File: src/rtl/dpl_pkg.sv
package dpl_pkg;
    localparam int WORD_W        = 64;
    localparam int LOC_CAP       = 8191;
    localparam int BUS_CAP       = 65535;
    localparam int LOC_ADDR_W    = 48;
    localparam int LOC_LEN_LSB   = 48;
    localparam int LOC_LEN_W     = 13;
    localparam int BUS_LEN_W     = 16;
    localparam int BUS_GROUP     = 4;
    localparam int HDR_CNT_W     = 6;
    localparam int HDR_FIRST_LSB = 0;
    localparam int HDR_LAST_LSB  = 6;
    localparam int STRICT_ONE    = 11;
    localparam int STRICT_SUM    = 15;

    typedef enum logic [1:0] {
        XFER_LOCAL    = 2'd0,
        XFER_INBOUND  = 2'd1,
        XFER_OUTBOUND = 2'd2,
        XFER_EXTERNAL = 2'd3
    } xfer_e;

    typedef enum logic {
        ENC_LOCAL = 1'b0,
        ENC_BUS   = 1'b1
    } enc_e;

    function automatic enc_e first_enc(xfer_e t);
        return (t == XFER_EXTERNAL) ? ENC_BUS : ENC_LOCAL;
    endfunction

    function automatic enc_e last_enc(xfer_e t);
        return (t == XFER_LOCAL) ? ENC_LOCAL : ENC_BUS;
    endfunction
endpackage

File: src/rtl/dpl_walker.sv
module dpl_walker
    import dpl_pkg::*;
#(
    parameter int SIZE_W = 20
) (
    input  logic              clk,
    input  logic              rst,
    input  logic              load,
    input  enc_e              enc_i,
    input  logic [WORD_W-1:0] base_i,
    input  logic [SIZE_W-1:0] size_i,
    input  logic              adv,
    output logic [WORD_W-1:0] word_o,
    output logic              seg_o,
    output logic              active_o,
    output logic              last_o
);
    localparam logic [SIZE_W-1:0] LCAP = SIZE_W'(LOC_CAP);
    localparam logic [SIZE_W-1:0] BCAP = SIZE_W'(BUS_CAP);

    logic [SIZE_W-1:0] rem;
    logic [WORD_W-1:0] cur;
    logic [2:0]        slot;
    enc_e              enc_q;
    logic [SIZE_W-1:0] cap;
    logic [SIZE_W-1:0] take;
    logic [WORD_W-1:0] lens_word;

    assign cap  = (enc_q == ENC_BUS) ? BCAP : LCAP;
    assign take = (rem > cap) ? cap : rem;

    for (genvar g = 0; g < BUS_GROUP; g++) begin : g_len
        localparam logic [SIZE_W-1:0] OFF = SIZE_W'(g * BUS_CAP);
        logic [SIZE_W-1:0] left;
        assign left = (rem > OFF) ? (rem - OFF) : '0;
        assign lens_word[g*BUS_LEN_W +: BUS_LEN_W] =
            (left > BCAP) ? {BUS_LEN_W{1'b1}} : left[BUS_LEN_W-1:0];
    end

    assign seg_o    = (enc_q == ENC_LOCAL) || (slot != 3'd0);
    assign active_o = (rem != '0);
    assign last_o   = active_o && seg_o && (rem <= cap);

    always_comb begin
        word_o = '0;
        if (enc_q == ENC_LOCAL) begin
            word_o[LOC_ADDR_W-1:0] = cur[LOC_ADDR_W-1:0];
            word_o[LOC_LEN_LSB +: LOC_LEN_W] = take[LOC_LEN_W-1:0];
        end else if (slot == 3'd0) begin
            word_o = lens_word;
        end else begin
            word_o = cur;
        end
    end

    always_ff @(posedge clk) begin
        if (rst) begin
            rem   <= '0;
            cur   <= '0;
            slot  <= '0;
            enc_q <= ENC_LOCAL;
        end else if (load) begin
            rem   <= size_i;
            cur   <= base_i;
            slot  <= '0;
            enc_q <= enc_i;
        end else if (adv && active_o) begin
            if (seg_o) begin
                cur <= cur + WORD_W'(take);
                rem <= rem - take;
            end
            if (enc_q == ENC_BUS) begin
                if (slot == 3'd0)                 slot <= 3'd1;
                else if (slot == 3'(BUS_GROUP))   slot <= 3'd0;
                else                              slot <= slot + 3'd1;
            end
        end
    end
endmodule

File: src/rtl/dpl_judge.sv
module dpl_judge
    import dpl_pkg::*;
#(
    parameter int CNT_W     = 9,
    parameter int TOT_W     = 11,
    parameter int MAX_WORDS = 32
) (
    input  logic [CNT_W-1:0] n_first,
    input  logic [CNT_W-1:0] n_last,
    input  logic [TOT_W-1:0] w_first,
    input  logic [TOT_W-1:0] w_last,
    input  logic             strict,
    output logic [TOT_W-1:0] total,
    output logic             err_strict,
    output logic             err_over
);
    logic [CNT_W:0] n_sum;

    assign n_sum      = {1'b0, n_first} + {1'b0, n_last};
    assign total      = TOT_W'(1) + w_first + w_last;
    assign err_strict = strict && ((n_first > CNT_W'(STRICT_ONE)) ||
                                   (n_last  > CNT_W'(STRICT_ONE)) ||
                                   (n_sum   > (CNT_W+1)'(STRICT_SUM)));
    assign err_over   = (total > TOT_W'(MAX_WORDS));
endmodule

File: src/rtl/dma_ptr_gen.sv
module dma_ptr_gen
    import dpl_pkg::*;
#(
    parameter int SIZE_W    = 20,
    parameter int MAX_WORDS = 32
) (
    input  logic                clk,
    input  logic                rst,
    input  logic                start,
    input  logic [1:0]          xfer_type,
    input  logic [63:0]         first_addr,
    input  logic [63:0]         last_addr,
    input  logic [SIZE_W-1:0]   xfer_size,
    input  logic [63:0]         hdr_in,
    input  logic                strict,
    output logic [63:0]         out_data,
    output logic                out_valid,
    input  logic                out_ready,
    output logic                done,
    output logic                err_strict,
    output logic                err_overflow,
    output logic [SIZE_W-10:0]  cmd_words
);
    localparam int CNT_W = SIZE_W - 11;
    localparam int TOT_W = CNT_W + 2;

    typedef enum logic [2:0] {
        S_IDLE, S_COUNT, S_JUDGE, S_HDR, S_FIRST, S_LAST, S_FIN
    } st_e;

    st_e               st;
    xfer_e             type_q;
    logic [63:0]       fa_q, la_q, hdr_q;
    logic [SIZE_W-1:0] size_q;
    logic              strict_q;
    logic [CNT_W-1:0]  n1, n2;
    logic [TOT_W-1:0]  w1, w2;

    logic              ld, adv_f, adv_l;
    logic [63:0]       f_base, l_base;
    logic [SIZE_W-1:0] ld_size;
    enc_e              f_enc, l_enc;
    logic [63:0]       f_word, l_word;
    logic              f_seg, l_seg, f_act, l_act, f_last, l_last;
    logic [TOT_W-1:0]  j_total;
    logic              j_es, j_eo, j_err;
    logic [63:0]       hdr_word;

    assign j_err = j_es | j_eo;
    assign ld    = (st == S_IDLE && start) || (st == S_JUDGE && !j_err);
    assign adv_f = (st == S_COUNT) || (st == S_FIRST && out_ready);
    assign adv_l = (st == S_COUNT) || (st == S_LAST && out_ready);

    always_comb begin
        if (st == S_IDLE) begin
            f_base  = first_addr;
            l_base  = last_addr;
            ld_size = xfer_size;
            f_enc   = first_enc(xfer_e'(xfer_type));
            l_enc   = last_enc(xfer_e'(xfer_type));
        end else begin
            f_base  = fa_q;
            l_base  = la_q;
            ld_size = size_q;
            f_enc   = first_enc(type_q);
            l_enc   = last_enc(type_q);
        end
    end

    dpl_walker #(.SIZE_W(SIZE_W)) u_first (
        .clk(clk), .rst(rst), .load(ld), .enc_i(f_enc), .base_i(f_base),
        .size_i(ld_size), .adv(adv_f), .word_o(f_word), .seg_o(f_seg),
        .active_o(f_act), .last_o(f_last)
    );

    dpl_walker #(.SIZE_W(SIZE_W)) u_last (
        .clk(clk), .rst(rst), .load(ld), .enc_i(l_enc), .base_i(l_base),
        .size_i(ld_size), .adv(adv_l), .word_o(l_word), .seg_o(l_seg),
        .active_o(l_act), .last_o(l_last)
    );

    dpl_judge #(.CNT_W(CNT_W), .TOT_W(TOT_W), .MAX_WORDS(MAX_WORDS)) u_judge (
        .n_first(n1), .n_last(n2), .w_first(w1), .w_last(w2), .strict(strict_q),
        .total(j_total), .err_strict(j_es), .err_over(j_eo)
    );

    always_comb begin
        hdr_word = hdr_q;
        hdr_word[HDR_FIRST_LSB +: HDR_CNT_W] = n1[HDR_CNT_W-1:0];
        hdr_word[HDR_LAST_LSB  +: HDR_CNT_W] = n2[HDR_CNT_W-1:0];
    end

    always_comb begin
        out_valid = 1'b0;
        out_data  = '0;
        case (st)
            S_HDR:   begin out_valid = 1'b1; out_data = hdr_word; end
            S_FIRST: begin out_valid = 1'b1; out_data = f_word;   end
            S_LAST:  begin out_valid = 1'b1; out_data = l_word;   end
            default: ;
        endcase
    end

    assign done = (st == S_FIN);

    always_ff @(posedge clk) begin
        if (rst) begin
            st           <= S_IDLE;
            type_q       <= XFER_LOCAL;
            fa_q         <= '0;
            la_q         <= '0;
            hdr_q        <= '0;
            size_q       <= '0;
            strict_q     <= 1'b0;
            n1           <= '0;
            n2           <= '0;
            w1           <= '0;
            w2           <= '0;
            err_strict   <= 1'b0;
            err_overflow <= 1'b0;
            cmd_words    <= '0;
        end else begin
            case (st)
                S_IDLE: if (start) begin
                    type_q       <= xfer_e'(xfer_type);
                    fa_q         <= first_addr;
                    la_q         <= last_addr;
                    hdr_q        <= hdr_in;
                    size_q       <= xfer_size;
                    strict_q     <= strict;
                    n1           <= '0;
                    n2           <= '0;
                    w1           <= '0;
                    w2           <= '0;
                    err_strict   <= 1'b0;
                    err_overflow <= 1'b0;
                    cmd_words    <= '0;
                    st           <= S_COUNT;
                end
                S_COUNT: begin
                    if (f_act) begin
                        w1 <= w1 + TOT_W'(1);
                        if (f_seg) n1 <= n1 + CNT_W'(1);
                    end
                    if (l_act) begin
                        w2 <= w2 + TOT_W'(1);
                        if (l_seg) n2 <= n2 + CNT_W'(1);
                    end
                    if (!f_act && !l_act) st <= S_JUDGE;
                end
                S_JUDGE: begin
                    err_strict   <= j_es;
                    err_overflow <= j_eo;
                    cmd_words    <= j_total;
                    st           <= j_err ? S_FIN : S_HDR;
                end
                S_HDR: if (out_ready)
                    st <= f_act ? S_FIRST : (l_act ? S_LAST : S_FIN);
                S_FIRST: if (out_ready && f_last)
                    st <= l_act ? S_LAST : S_FIN;
                S_LAST: if (out_ready && l_last)
                    st <= S_FIN;
                default: st <= S_IDLE;
            endcase
        end
    end
endmodule

File: config.mk
export PLATFORM = sky130hd
export DESIGN_NAME = dma_ptr_gen
export DESIGN_NICKNAME = d
export VERILOG_FILES = /design/src/rtl/dpl_pkg.sv /design/src/rtl/dpl_walker.sv /design/src/rtl/dpl_judge.sv /design/src/rtl/dma_ptr_gen.sv
export SDC_FILE = /design/constraint.sdc
export NUM_CORES = 2
export LEC_CHECK = 0
export ABC_AREA = 1
export BUFFER_PORTS_ARGS = -buffer_cell sky130_fd_sc_hd__buf_2
export CORE_ASPECT_RATIO = 1.4
export CORE_UTILIZATION = 41
export CTS_CLUSTER_DIAMETER = 120
export CTS_CLUSTER_SIZE = 8
export DETAILED_ROUTE_END_ITERATION = 6
export PLACE_DENSITY = 0.58
export SYNTH_ARGS = -nofsm -noshare
export SYNTH_HDL_FRONTEND = slang
export SYNTH_SLANG_ARGS = --single-unit
File: constraint.sdc
create_clock -name clk -period 3.88 [get_ports clk]
set_clock_uncertainty 0.15 [all_clocks]
set_input_delay 0.776 -clock clk [delete_from_list [all_inputs] [get_ports clk]]
set_output_delay 0.776 -clock clk [all_outputs]
set_load 0.02 [all_outputs]
Word level (Yosys, flattened, before mapping)
Cells that the tools add are included.

Register bits after elaboration: 447. Input port bits: 219. Output and inout bits: 79. Logic and storage cells: 216.

Add/sub/neg operators: 18. Order comparisons: 24. Equality and inequality tests: 19. Muxes and demuxes: 78. Bitwise logic cells: 3. Reduce and logical (&&, ||, !) cells: 52.

Operators by type and width (number): two-way mux 64 bit (10); two-way mux 20 bit (17); greater-than comparator 20 x 16 -> 1 bit (second input constant) (10); one-hot mux 64 bit (3 select lines) (1); two-way mux 16 bit (10); adder 64 x 20 -> 64 bit (2); two-way mux 61 bit (2); one-hot mux 11 bit (2 select lines) (3); two-way mux 9 bit (5); greater-than comparator 20 x 1 -> 1 bit (second input constant) (2); greater-than comparator 20 x 17 -> 1 bit (second input constant) (2); greater-than comparator 20 x 18 -> 1 bit (second input constant) (2); greater-than comparator 20 bit (2); less-or-equal comparator 20 bit (2); nonzero test 20 bit (2); subtractor 20 x 16 -> 20 bit (second input constant) (2); subtractor 20 x 17 -> 20 bit (second input constant) (2); subtractor 20 x 18 -> 20 bit (second input constant) (2); subtractor 20 bit (2); two-way mux 3 bit (13); one-hot mux 9 bit (2 select lines) (2); two-way mux 11 bit (3); adder 9 x 1 -> 9 bit (second input constant) (2); greater-than comparator 9 x 4 -> 1 bit (second input constant) (2); 32 further kinds (92).

Logic depth before layout (Yosys ltp)
Word-level depth: 10. Depth in mapped cells: 30. Gate-level depth less buffers: 29.

Cells and area by module
From an unflattened synthesis, not the netlist that was laid out.

Cells, all modules: 5400. Area total of the unflattened synthesis: 33131.8 um^2.

Modules (own cells, without submodules): dma_ptr_gen (times used 1, cells each 1880, area an instance 12713.4 um^2, seq. area each 5185.0 um^2); dpl_walker at u_last (times used 1, cells each 1686, area an instance 9779.4 um^2, seq. area each 1761.7 um^2); dpl_walker at u_first (times used 1, cells each 1623, area an instance 9546.7 um^2, seq. area each 1761.7 um^2); dpl_judge (times used 1, cells each 211, area an instance 1092.3 um^2, seq. area each 0.0 um^2).

Worst setup path before layout
OpenSTA, ideal clock, no wires.

Path type: register to register. Start point: reg u_last.enc_q. End point: reg u_last.cur[48]. Library setup time: 0.114 ns. Arrival time: 3.637 ns. Required time: 3.616 ns. Setup slack: -0.021 ns. Cell stages (with the launch flop): 25. Path buffers: 3. Period minus slack after synthesis: 3.901 ns. Cell sequence: dfxtp_1 > clkbuf_1 > inv_1 > ha_1 > nand2_1 > nor3_1 > nand2_1 > nand2_1 > nand2_2 > buf_6 > buf_2 > o21ai_0 > inv_1 > ha_1 > nand2_1 > nor2_1 > nand2_1 > nor3_1 > nand2_1 > nand3b_1 > nand3_1 > nor3_4 > nand3_1 > a21oi_1 > nor2_1.

Cells in the longest elaborated chain, start to end: 7. Elaborated cells on any way between the ends: 11. Those cells by class: 1 x add/sub; 1 x order compare; 5 x mux; 1 x bitwise; 3 x reduce/logical.

Ends and longest elaborated chain: start: declaration (line dpl_walker.sv:24) `enc_e enc_q;`; start signal: assignment (line dpl_walker.sv:66) `enc_q <= enc_i;`; two-way mux 16 bit (line dpl_walker.sv:29) `assign cap = (enc_q == ENC_BUS) ? BCAP : LCAP;`; greater-than comparator 20 bit (line dpl_walker.sv:30) `assign take = (rem > cap) ? cap : rem;`; two-way mux 20 bit (line dpl_walker.sv:30); adder 64 x 20 -> 64 bit (line dpl_walker.sv:69) `cur <= cur + WORD_W'(take);`; two-way mux 64 bit (line dpl_walker.sv:68) `if (seg_o) begin`; two-way mux 64 bit (line dpl_walker.sv:67) `end else if (adv && active_o) begin`; two-way mux 64 bit (line dpl_walker.sv:62) `end else if (load) begin`; end signal: assignment (line dpl_walker.sv:64) `cur <= base_i;`; end signal: assignment (line dpl_walker.sv:69); end: declaration (line dpl_walker.sv:22) `logic [WORD_W-1:0] cur;`.

Parallel ways exist; a longest one is shown, timed or not. The select of a mux whose other input is x is not followed. A chain may end at the register's enable or synchronous reset.

Final worst setup path
Start point: reg u_last.rem[1]. End point: out out_data[30].

Cells in the longest elaborated chain, start to end: 7. Elaborated cells on any way between the ends: 8. Those cells by class: 1 x add/sub; 2 x order compare; 5 x mux.

Ends and longest elaborated chain: start: declaration (line dpl_walker.sv:21) `logic [SIZE_W-1:0] rem;`; start signal: assignment (line dpl_walker.sv:63) `rem <= size_i;`; start signal: assignment (line dpl_walker.sv:70) `rem <= rem - take;`; subtractor 20 x 16 -> 20 bit or greater-than comparator 20 x 16 -> 1 bit (tied branches) (line dpl_walker.sv:35) `assign left = (rem > OFF) ? (rem - OFF) : '0;`; two-way mux 20 bit (*) (line dpl_walker.sv:35); greater-than comparator 20 x 16 -> 1 bit (line dpl_walker.sv:37) `(left > BCAP) ? {BUS_LEN_W{1'b1}} : left[BUS_LEN_W-1:0];`; two-way mux 16 bit (*) (line dpl_walker.sv:37); two-way mux 64 bit (*) (line dpl_walker.sv:49) `end else if (slot == 3'd0) begin`; two-way mux 61 bit (*) (line dpl_walker.sv:46) `if (enc_q == ENC_LOCAL) begin`; one-hot mux 64 bit (3 select lines) (*) (line dma_ptr_gen.sv:96) `case (st)`; end: declaration (line dma_ptr_gen.sv:16) `output logic [63:0] out_data,`.

Mark *: on every way between the ends. The rest lies on a longest branch, timed or not.

==> out/qor.yml <==
timing:
  tightest_slew_ps: 1120
  setup_slack_ps: -279
  fin_crit_sh_pct: 107
  setup_violations: 57
  relSlewSlack_pct: 25.3
  report.final.slew_viol_count: 0
  min_period_ps: 4160
  rsz0062_at_grt: "true"
  fmax_ghz: 0.240
  finalHoldViolations: 0
final_layout:
  nFillCells: 8297
  fin_area_sq_um: 45700
  nNetsFinal: 6718
  fin_util_pct: 56.7
  finalNonFillerCells: 7462
  n_antenna_cell: 0
  syn_to_final_growth_pct: 36.6
  drive_gt1_share_pct: 25.4
die:
  fp.coreArea_sq_um: 80500
  die_x_microns: 243
  die_y_microns: 340
  dieArea_sq_um: 82700
  io_pins: 298
  rows: 123
  initial_core_util_pct: 41.5
placed_design:
  dpl.cell_count: 7268
  place_hpwl_microns: 129000
  port_buffers: 285
  placed_area_sq_um: 39500
  place.gp.congestion: 1.09
  pre_cts_slack_ps: -185
hold_path:
  min-delay-path-class: "in -> reg"
clocking:
  cts_buffers: 60
  worstSkewPairLatency_ps: 670
  clockBufferDepth: 3
  clk_root_buffer_cell: "clkbuf_16"
  hold_buffers: 0
  cts_tree: "yes"
  htree_levels: 2
  cts_sinks: 435
  clkTransAtPathRegs_ps: 60
outcome:
  violations: "negative setup slack"
  status: "finished, violations left"
routing:
  firstDrtPassIters: 6
  drtAntennaViolNets: 0
  drc: 0
  drt_iter0_drc: 3527
  routed_wl_microns: 171000
  vias: 41400
  via_per_inst: 5.55
  wire_per_inst_microns: 22.9
job:
  maxCapViolations: 0
synthesis:
  avgSynthCellArea_sq_um: 5.92
  syn-cell-area_sq_um: 33400
  synth_edf_count: 0
  synth_seq_area_share_pct: 26.1
  yosys_warnings: 0
  async_flop_share_pct: 0
  synthCells: 5647
  ys_ff_latch: 435
  synth_ff_type: "dfxtp_1"
  ys_types: 62
pwr:
  ir_drop_v: 0.000641
  totalPowerFinal_mw: 40.1
  leakagePower_nw: 21.2
  powerDensity_nw_per_um2: 878
setup_path:
  cp_data_required_time_ps: 2950
  worstPathArrival_ps: 3230
  startpoint_type: "register"
  path_max_fanout: 7
  worstSetupPathType: "reg -> out"
  end_kind: "output port"
  reg2reg_slack_ps: 150
global_route:
  grt.overflow.total: 0
  grt_max_degree: 211
  grt_first_pass_wirelength_microns: 244000
  antenna_found_initial: 0
  track_usage_pct: 39.2
  grt_pass1_vias: 38100
synth_stat cells, drive strengths merged (15+ instances only):
cell type | n | area share [%]
xor2 | 126 | 3.3
inv | 635 | 7.1
nor4 | 21 | 0.39
nor3 | 105 | 1.6
a21oi | 322 | 4.8
nand2 | 1510 | 17
buf | 108 | 1.9
o211ai | 28 | 0.63
nor2 | 773 | 9.0
xnor2 | 21 | 0.55
o21ai | 581 | 8.7
ha | 98 | 3.7
dfxtp | 435 | 26
a31oi | 15 | 0.28
nand3 | 341 | 5.2
nand4 | 123 | 2.4
a211oi | 100 | 2.2
clkbuf | 192 | 2.2
area by class of cell:
| class | instances | area, sq um | share of cell area, % |
|---|---|---|---|
| Sequential cell | 435 | 8740 | 19.2 |
| Multi-Input combinational cell | 4284 | 23600 | 51.7 |
| Clock buffer | 61 | 1520 | 3.32 |
| Clock inverter | 4 | 63.8 | 0.140 |
| Tap cell | 1062 | 1330 | 2.91 |
| Timing Repair Buffer | 979 | 7910 | 17.3 |
| Inverter | 637 | 2490 | 5.45 |
critical path: stages (launching register included):
cell and delay [ps]:
dfxtp_2 330, buf_6 120, ha_4 160, inv_4 40, nor2_4 160, buf_6 130, inv_4 40, nor2_4 90
nand2_2 90, nor2_2 140, nand2_1 60, o21ai_1 70, and3_4 220, buf_8 160, nand3_2 80, nand2_2 120
o211ai_1 270, buf_4 270
cells by family (layout without fill, tap and decap cells):
kind of cell	Yosys count	count (layout)	share of synthesized area (%)
AOI/OAI and AO/OA	1120	1120	18.5
xor gates and xnor gates	147	147	3.85
buffers and inverters	937	1681	11.2
adders and majority gates	102	102	3.91
and+or+nand+nor	2905	2907	36.4
DFF	435	435	26.1
other	1	8	0.0112
registers in the layout, summed over array words and instances, names as in the netlist, 20 cells and up:
name,cells
u_first.cur,64
u_last.cur,64
hdr_q,52
la_q,64
fa_q,64
u_last.rem,20
size_q,20
u_first.rem,20
per-layer routing:
metal,track usage [%],up-vias,wire length [microns]
met5,0,-,0
met4,25.8,0,14000
met3,5.09,523,12000
met2,63.0,1817,75600
met1,49.0,19200,69300
li1,-,19800,-
cells in the final DEF, fill, tap and decap left out, types with 121 or more instances in the layout:
cell type and n:
nand4_1 121, nand2_1 1352, nand2_2 126, a21oi_1 283
buf_4 597, o21ai_0 425, inv_1 586, dfxtp_1 415
xor2_1 121, nor2_1 679, buf_2 232, nand3_1 262
final timing paths:
path / cells after the start / from / endpoint
worst max-delay path: 17 / u_last.rem[1] / out_data[30]
worst min-delay path: 3 / hdr_in[54] / hdr_q[54]
worst max register to register: 21 / w1[5] / u_first.cur[34]
worst min register to register: 2 / cmd_words[6] / cmd_words[6]
repair_timing:
action / in CTS / in global routing
gates cloned: 7 / 13
resized for setup: 487 / 423
setup endpoints to repair: 192 / 240
endpoints found under the hold margin: 0 / 0
pin swaps: 102 / 163
buffers inserted: 62 / 59
per-stage QoR:
step           TNS [ps]  hold slack [ps]
2_1_floorplan         0              273
3_3_place_gp      -6180              284
3_5_place_dp      -5110              291
4_1_cts           -9570              142
5_1_grt          -15740              189
6_report          -8680              177
power breakdown:
group          switching [mW]  total [mW]  internal, mW
Clock                    2.18        4.90          2.73
Combinational            17.1        28.2          11.1
Sequential               1.18        6.99          5.81
(Power assumes the default switching activity.)
